## src/rtl/can_guard_pkg.sv

```systemverilog
package can_guard_pkg;
  // Line levels as seen on the logic side of a CAN transceiver
  localparam logic LVL_DOM = 1'b0;
  localparam logic LVL_REC = 1'b1;

  // Counter width able to hold the value lim
  function automatic int unsigned cnt_width(input int unsigned lim);
    return (lim < 2) ? 1 : $clog2(lim + 1);
  endfunction
endpackage

```

## src/rtl/dom_timeout_guard.sv

```systemverilog
module dom_timeout_guard
  import can_guard_pkg::*;
#(
  parameter int unsigned DOM_LIMIT = 120_000
) (
  input  logic clk,
  input  logic rst,
  input  logic txd_in,
  output logic txd_out,
  output logic fault
);
  localparam int unsigned CW = cnt_width(DOM_LIMIT);
  localparam logic [CW-1:0] LIM = CW'(DOM_LIMIT);

  logic [CW-1:0] run_q, run_d;
  logic          fault_q, fault_d;
  logic          out_q;
  logic          at_lim;

  assign at_lim = (run_q == LIM);

  // Run length of dominant samples, saturating at the limit
  always_comb begin
    if (txd_in == LVL_REC)
      run_d = '0;
    else if (at_lim)
      run_d = LIM;
    else
      run_d = run_q + CW'(1);
  end

  // Lockout: entered when a dominant sample arrives with the run already
  // at the limit, kept while dominant persists, dropped on recessive
  assign fault_d = (txd_in == LVL_DOM) && (fault_q || at_lim);

  always_ff @(posedge clk) begin
    if (rst) begin
      run_q   <= '0;
      fault_q <= 1'b0;
      out_q   <= LVL_REC;
    end else begin
      run_q   <= run_d;
      fault_q <= fault_d;
      out_q   <= txd_in | fault_d;
    end
  end

  assign txd_out = out_q;
  assign fault   = fault_q;
endmodule

```

## src/rtl/bus_edge_sync.sv

```systemverilog
module bus_edge_sync
  import can_guard_pkg::*;
#(
  parameter int unsigned SYNC_STAGES = 2
) (
  input  logic clk,
  input  logic rst,
  input  logic rxd_in,
  output logic edge_seen
);
  logic [SYNC_STAGES-1:0] chain_q;
  logic                   last_q;

  always_ff @(posedge clk) begin
    if (rst) chain_q[0] <= LVL_REC;
    else     chain_q[0] <= rxd_in;
  end

  for (genvar g = 1; g < SYNC_STAGES; g++) begin : g_stage
    always_ff @(posedge clk) begin
      if (rst) chain_q[g] <= LVL_REC;
      else     chain_q[g] <= chain_q[g-1];
    end
  end

  always_ff @(posedge clk) begin
    if (rst) last_q <= LVL_REC;
    else     last_q <= chain_q[SYNC_STAGES-1];
  end

  // Either polarity of change counts as bus activity
  assign edge_seen = chain_q[SYNC_STAGES-1] ^ last_q;
endmodule

```

## src/rtl/silence_timer.sv

```systemverilog
module silence_timer
  import can_guard_pkg::*;
#(
  parameter int unsigned SIL_LIMIT = 36_000_000
) (
  input  logic clk,
  input  logic rst,
  input  logic activity,
  output logic silent
);
  localparam int unsigned CW = cnt_width(SIL_LIMIT);
  localparam logic [CW-1:0] LIM  = CW'(SIL_LIMIT);
  localparam logic [CW-1:0] LIM1 = CW'(SIL_LIMIT - 1);

  logic [CW-1:0] idle_q;
  logic          silent_q;

  always_ff @(posedge clk) begin
    if (rst || activity) begin
      idle_q   <= '0;
      silent_q <= 1'b0;
    end else begin
      if (idle_q != LIM) idle_q <= idle_q + CW'(1);
      silent_q <= silent_q || (idle_q == LIM1);
    end
  end

  assign silent = silent_q;
endmodule

```

## src/rtl/can_tx_guard.sv

```systemverilog
module can_tx_guard #(
  parameter int unsigned DOM_LIMIT   = 120_000,
  parameter int unsigned SIL_LIMIT   = 36_000_000,
  parameter int unsigned SYNC_STAGES = 2
) (
  input  logic clk,
  input  logic rst,
  input  logic txd_in,
  input  logic rxd_in,
  output logic txd_out,
  output logic drv_fault,
  output logic bus_silent
);
  logic bus_edge;

  dom_timeout_guard #(.DOM_LIMIT(DOM_LIMIT)) u_guard (
    .clk     (clk),
    .rst     (rst),
    .txd_in  (txd_in),
    .txd_out (txd_out),
    .fault   (drv_fault)
  );

  bus_edge_sync #(.SYNC_STAGES(SYNC_STAGES)) u_sync (
    .clk       (clk),
    .rst       (rst),
    .rxd_in    (rxd_in),
    .edge_seen (bus_edge)
  );

  silence_timer #(.SIL_LIMIT(SIL_LIMIT)) u_sil (
    .clk      (clk),
    .rst      (rst),
    .activity (bus_edge),
    .silent   (bus_silent)
  );
endmodule

```

## config.mk

```make
export PLATFORM = sky130hd
export DESIGN_NAME = can_tx_guard
export DESIGN_NICKNAME = d
export VERILOG_FILES = /design/src/rtl/can_guard_pkg.sv /design/src/rtl/dom_timeout_guard.sv /design/src/rtl/bus_edge_sync.sv /design/src/rtl/silence_timer.sv /design/src/rtl/can_tx_guard.sv
export SDC_FILE = /design/constraint.sdc
export NUM_CORES = 1
export LEC_CHECK = 0
export ABC_CLOCK_PERIOD_IN_PS = 3200
export BUFFER_PORTS_ARGS = -buffer_cell sky130_fd_sc_hd__buf_2
export CORE_MARGIN = 2
export CORE_UTILIZATION = 60
export DETAILED_ROUTE_END_ITERATION = 8
export PLACE_DENSITY = 0.85
export SLEW_MARGIN = 20
export SYNTH_ARGS = -nofsm -noshare
export SYNTH_HDL_FRONTEND = slang
export SYNTH_HIERARCHICAL = 1
export SYNTH_SLANG_ARGS = --single-unit
```

## constraint.sdc

```tcl
create_clock -name clk -period 3.2 [get_ports clk]
set_input_delay 0.48 -clock clk [delete_from_list [all_inputs] [get_ports clk]]
set_output_delay 0.48 -clock clk [all_outputs]
set_load 0.005 [all_outputs]
```

Word level (Yosys, flattened, before mapping). Index checks and enable logic that the tools add are counted.

Add/sub/neg operators: 2. Equal/unequal tests: 3. Reduce and logical (&&, ||, !) cells: 6. Mux-type cells: 1. Bitwise gates (word level): 3.

Operators with widths (number): 26-bit by 1-bit adder with 26-bit output, second input constant (1); 26-bit == test, second input constant (1); 26-bit != test, second input constant (1); 17-bit by 1-bit adder with 17-bit output, second input constant (1); 17-bit == test, second input constant (1); 17-bit two-way mux (1); 1-bit logical OR (3); 3-bit OR reduction (1); 2-bit OR reduction (1); 1-bit logical AND (1); 1-bit NOT (1); 1-bit OR (1); 1-bit bitwise XOR (1).

Input bits: 4. Flip-flop bits (word level): 49.

Depth between registers and ports, before layout.
Depth in word-level cells: 4. Mapped depth: 7. Depth with buffers taken out: 6.

By module. Netlist, hierarchy kept.

By module, submodules not included: silence_timer (area an instance 1386.3 µm², times used 1, seq. area each 540.5 µm², cells an instance 162); dom_timeout_guard (area an instance 899.6 µm², times used 1, seq. area each 380.4 µm², cells an instance 95); bus_edge_sync (area an instance 87.6 µm², times used 1, seq. area each 60.1 µm², cells an instance 7).

Worst setup path after synthesis. OpenSTA, ideal clock, no wires.

Kind: register -> register. From: register u_sil.idle_q[9]. To: register u_sil.idle_q[2]. Setup slack: 1489 ps. Clock period less this slack: 1711 ps. Cell stages (with the launch flop): 5. Buffers on the path: 0. Arrival time: 1578 ps. Cells stage by stage: dfxtp_1 or4b_1 or4_4 o311ai_2 a21oi_1.

Word-level cells in the longest chain between the ends: 1.

RTL lines: from (decl) (line silence_timer.sv:15) `logic [CW-1:0] idle_q;`; from (signal assigned) (line silence_timer.sv:23) `if (idle_q != LIM) idle_q <= idle_q + CW'(1);`; 26-bit != test (line silence_timer.sv:23).

Every way passes these cells. A chain may end at the register's enable or synchronous reset.

Worst setup path in the final report.
From: register u_sil.idle_q[8]. To: register u_sil.idle_q[23].

Word-level cells in the longest chain between the ends: 1.

RTL lines (line): 26-bit by 1-bit adder with 26-bit output or 26-bit != test (tied branches) (silence_timer.sv:23).

Several ways; a longest one is shown, not always the timed one.

==> metrics.md <==
| Metric | Value |
|---|---|
| Outcome | `finished, final reports clean` |
| Routability Congestion | `0.803` |
| I/O pin cnt | `7` |
| Synth Area per Inst | `~9 sq um` |
| Slew headroom | `57.5%` |
| ANT nets after route | `0` |
| FF-to-FF path depth | `4` |
| Worst EP arrival | `2290 ps` |
| Sink Count | `49` |
| FF-to-FF setup slack | `1140 ps` |
| Yosys reg bits | `~50` |
| Cts bufs inserted | `5` |
| Post-CTS Hold Buffers | `0` |
| Antenna Cells | `0` |
| Max-cap viol count | `0` |
| CTS resizes | `0` |
| Worst-skew pair later-pin latency | `~300 ps` |
| DRT met1 WL | `~2100 um` |
| DIE WIDTH | `roughly 67 um` |
| Post-synthesis sequential area ratio | `about two fifths` |
| Core Region | `0.00374 sq mm` |
| Gr usage total | `a little over a fifth` |
| Met3 wire length | `239 um` |
| Number of enable flip-flop cells after synthesis | `0` |
| TritonCTS clock tree | `built` |
| Hold Crit Class | `primary input to flip-flop` |
| Initial antenna violation count | `0` |
| Rows | `22` |
| Minimum clock period | `between 2000 and 2500 ps` |
| Area grow syn2layout | `6.38%` |
| Max Clock Skew | `2.14 ps` |
| CP startpoint kind | `flip-flop` |
| Starting Density | `about 63%` |
| Post-CTS Setup Bufs | `0` |
| DR DRC count | `0` |
| Top Layer Used | `met4` |
| CP endpoint | `u_sil/idle_q[23]$_SDFFE_PP0P_` |
| Main synth FF type | `dfxtp_1` |
| Max VDD drop | `~340 uV` |
| Yosys top cell area share | `approximately two fifths` |
| Setup TNS | `0 ps` |
| Max Clock Freq | `485 MHz` |
| First-pass GRT wire length | `between 7000 and 8000 um` |
| CP Data Required Time | `about 3400 ps` |
| DR vias | `1939` |
| Reg-to-Reg Start | `u_sil/idle_q[8]$_SDFFE_PP0P_` |
| Dpl hpwl | `3030 um` |
| Share of cells above drive strength 1 | `roughly an eighth` |
| Largest cells by area after synthesis | `dfxtp_1, xnor2_1, o31ai_1` |
| Critical Path Fanout Max | `18` |
| Final WL | `4390 um` |
| First drt pass iteration count | `4` |
| Vias in the first global route | `approximately 1700` |
| Post-layout util | `67.4%` |
| Setup Crit Path Kind | `flip-flop to flip-flop` |
| CTS Root Cell | `clkbuf_8` |
| Pin count of the biggest net entering global routing | `24` |
| Syn Nets | `between 200 and 300` |
| Period Utilization, post-route | `between 60% and 70%` |
| Cell with the most instances after synthesis | `dfxtp_1` |
| Die height | `about 67 um` |
| CP endpoint kind | `flip-flop` |
| WL per Instance | `between 10 and 15 um` |
| Vias per cell | `6.14` |
| Reg-to-reg endpoint | `u_sil/idle_q[23]$_SDFFE_PP0P_` |
| Clock Tree Buf Depth | `2` |
| Mapped Cells | `264` |
| Power Density | `between 400 and 500 mW/mm^2` |
| Die ar. | `0.00447 sq mm` |
| Clk slew on worst S/H paths | `around 80 ps` |
| 1st-iter DRT viols | `around 120` |
| Commonest cells in the netlist | `dfxtp_1, nor2_1, a21oi_1, nand3_1, xnor2_1` |
| Endpoints failing hold | `0` |
| Nets | `275` |
| Lkg Pwr | `0.781 nW` |
| RSZ-0062 raised after global routing | `no` |
| Post-Syn Area | `~0.0024 sq mm` |
| Routed wl met2 | `between 1500 and 2000 um` |
| Slew Viols, Final | `0` |
| Synth warnings | `6` |
| Grt total ovfl | `0` |
| Crit path from | `u_sil/idle_q[8]$_SDFFE_PP0P_` |
| FFs w/ async S/R, synth | `0%` |
| Port bufs | `6` |
| Worst slew pin tran | `635 ps` |
| Synth unique cells | `47` |
| Htree depth | `2` |
| Cell taking the most area after synthesis | `dfxtp_1` |
| Setup violations, final | `0` |
-- flip-flops by register name (all words and copies together), names as in the netlist --
signal	flops
u_sil/silent	1
u_sil/idle_q	26
u_guard/run_q	17
u_guard/fault	1
u_sync/chain_q	2
u_guard/txd_out	1
u_sync/last_q	1
-- report_power, final --
part | switching [mW] | total (mW) | internal [mW]
clock | 0.198 | 0.452 | 0.254
sequential | 0.00534 | 0.621 | 0.616
combinational | 0.0249 | 0.0381 | 0.0132
total | 0.228 | 1.11 | 0.883
-- critical path, stage by stage, from the launching register on --
cell	delay (ps)
dfxtp_1	430
and4_1	290
nand3_1	470
or4_1	640
a21oi_1	160
-- logic make-up (layout without fill, tap and decap cells) --
| logic type | count (synthesis) | in the layout | synth area share (%) |
|---|---|---|---|
| adder cells (fa/ha/maj) | 4 | 4 | 2.11 |
| AND/OR/NAND/NOR | 129 | 129 | 33.4 |
| multiplexers | 1 | 1 | 0.422 |
| XOR/XNOR | 22 | 22 | 8.12 |
| flip-flops | 49 | 49 | 41.3 |
| buffers and inverters | 20 | 24 | 4.06 |
| AO/OA/AOI/OAI | 39 | 39 | 10.6 |
-- routing by layer --
metal | GRT usage [%] | up-vias
met4 | 5.61 | 0
met1 | 28.5 | 913
li1 | - | 974
met3 | 5.74 | 7
met2 | 34.8 | 45
met5 | 0 | -
-- placed cells by master (no fill, tap or decap), types with 2 or more instances in the layout --
cell	Yosys	routed
and3_1	4	4
inv_1	10	10
nor2_2	10	10
clkbuf_8	0	6
xor2_1	9	9
o31ai_1	12	12
or4_1	11	11
xnor2_1	13	13
or3_1	6	6
nor2_1	19	19
dfxtp_1	49	49
o21a_1	2	2
nand2_1	10	10
nor3_1	7	7
nand4_1	11	11
ha_1	4	4
or2_1	5	5
o21ai_0	3	3
buf_2	2	6
and4_1	5	5
nor4_1	9	9
a31oi_1	2	2
nand3_1	15	15
nand4b_1	2	2
a21oi_1	16	16
-- area by class of cell --
| class | count | area (sq um) |
|---|---|---|
| Clock buffer | 6 | 82.6 |
| Clock inverter | 2 | 37.5 |
| Fill cell | 307 | 1220 |
| Inverter | 10 | 37.5 |
| Multi-Input combinational cell | 195 | 1300 |
| Sequential cell | 49 | 981 |
| Tap cell | 48 | 60.1 |
| Timing Repair Buffer | 6 | 30.0 |
-- stage by stage --
stage	hold slack [ps]	instance area (sq um)	std cells	setup slack, ps	total power, mW
floorplan	385	2370	264	1490	0.665
global placement	388	2400	308	1270	0.673
detailed placement	400	2400	308	1190	0.673
CTS	347	2520	316	1170	1.13
global route	370	2520	316	957	1.16
finish	356	2520	316	1140	1.11
-- how the worst min path moves through the flow --
stage / startpoint / to / slack (ps) / cells after the start
after floorplan: u_sync/chain_q[0]$_SDFF_PP1_ / u_sync/chain_q[1]$_SDFF_PP1_ / 390 / 1
after global placement: u_sync/chain_q[0]$_SDFF_PP1_ / u_sync/chain_q[1]$_SDFF_PP1_ / 390 / 1
after detailed placement: u_sync/chain_q[0]$_SDFF_PP1_ / u_sync/chain_q[1]$_SDFF_PP1_ / 400 / 1
after CTS: rxd_in / u_sync/chain_q[0]$_SDFF_PP1_ / 350 / 2
after global routing: rxd_in / u_sync/chain_q[0]$_SDFF_PP1_ / 370 / 2
final: rxd_in / u_sync/chain_q[0]$_SDFF_PP1_ / 360 / 2
(Power assumes the default switching activity.)
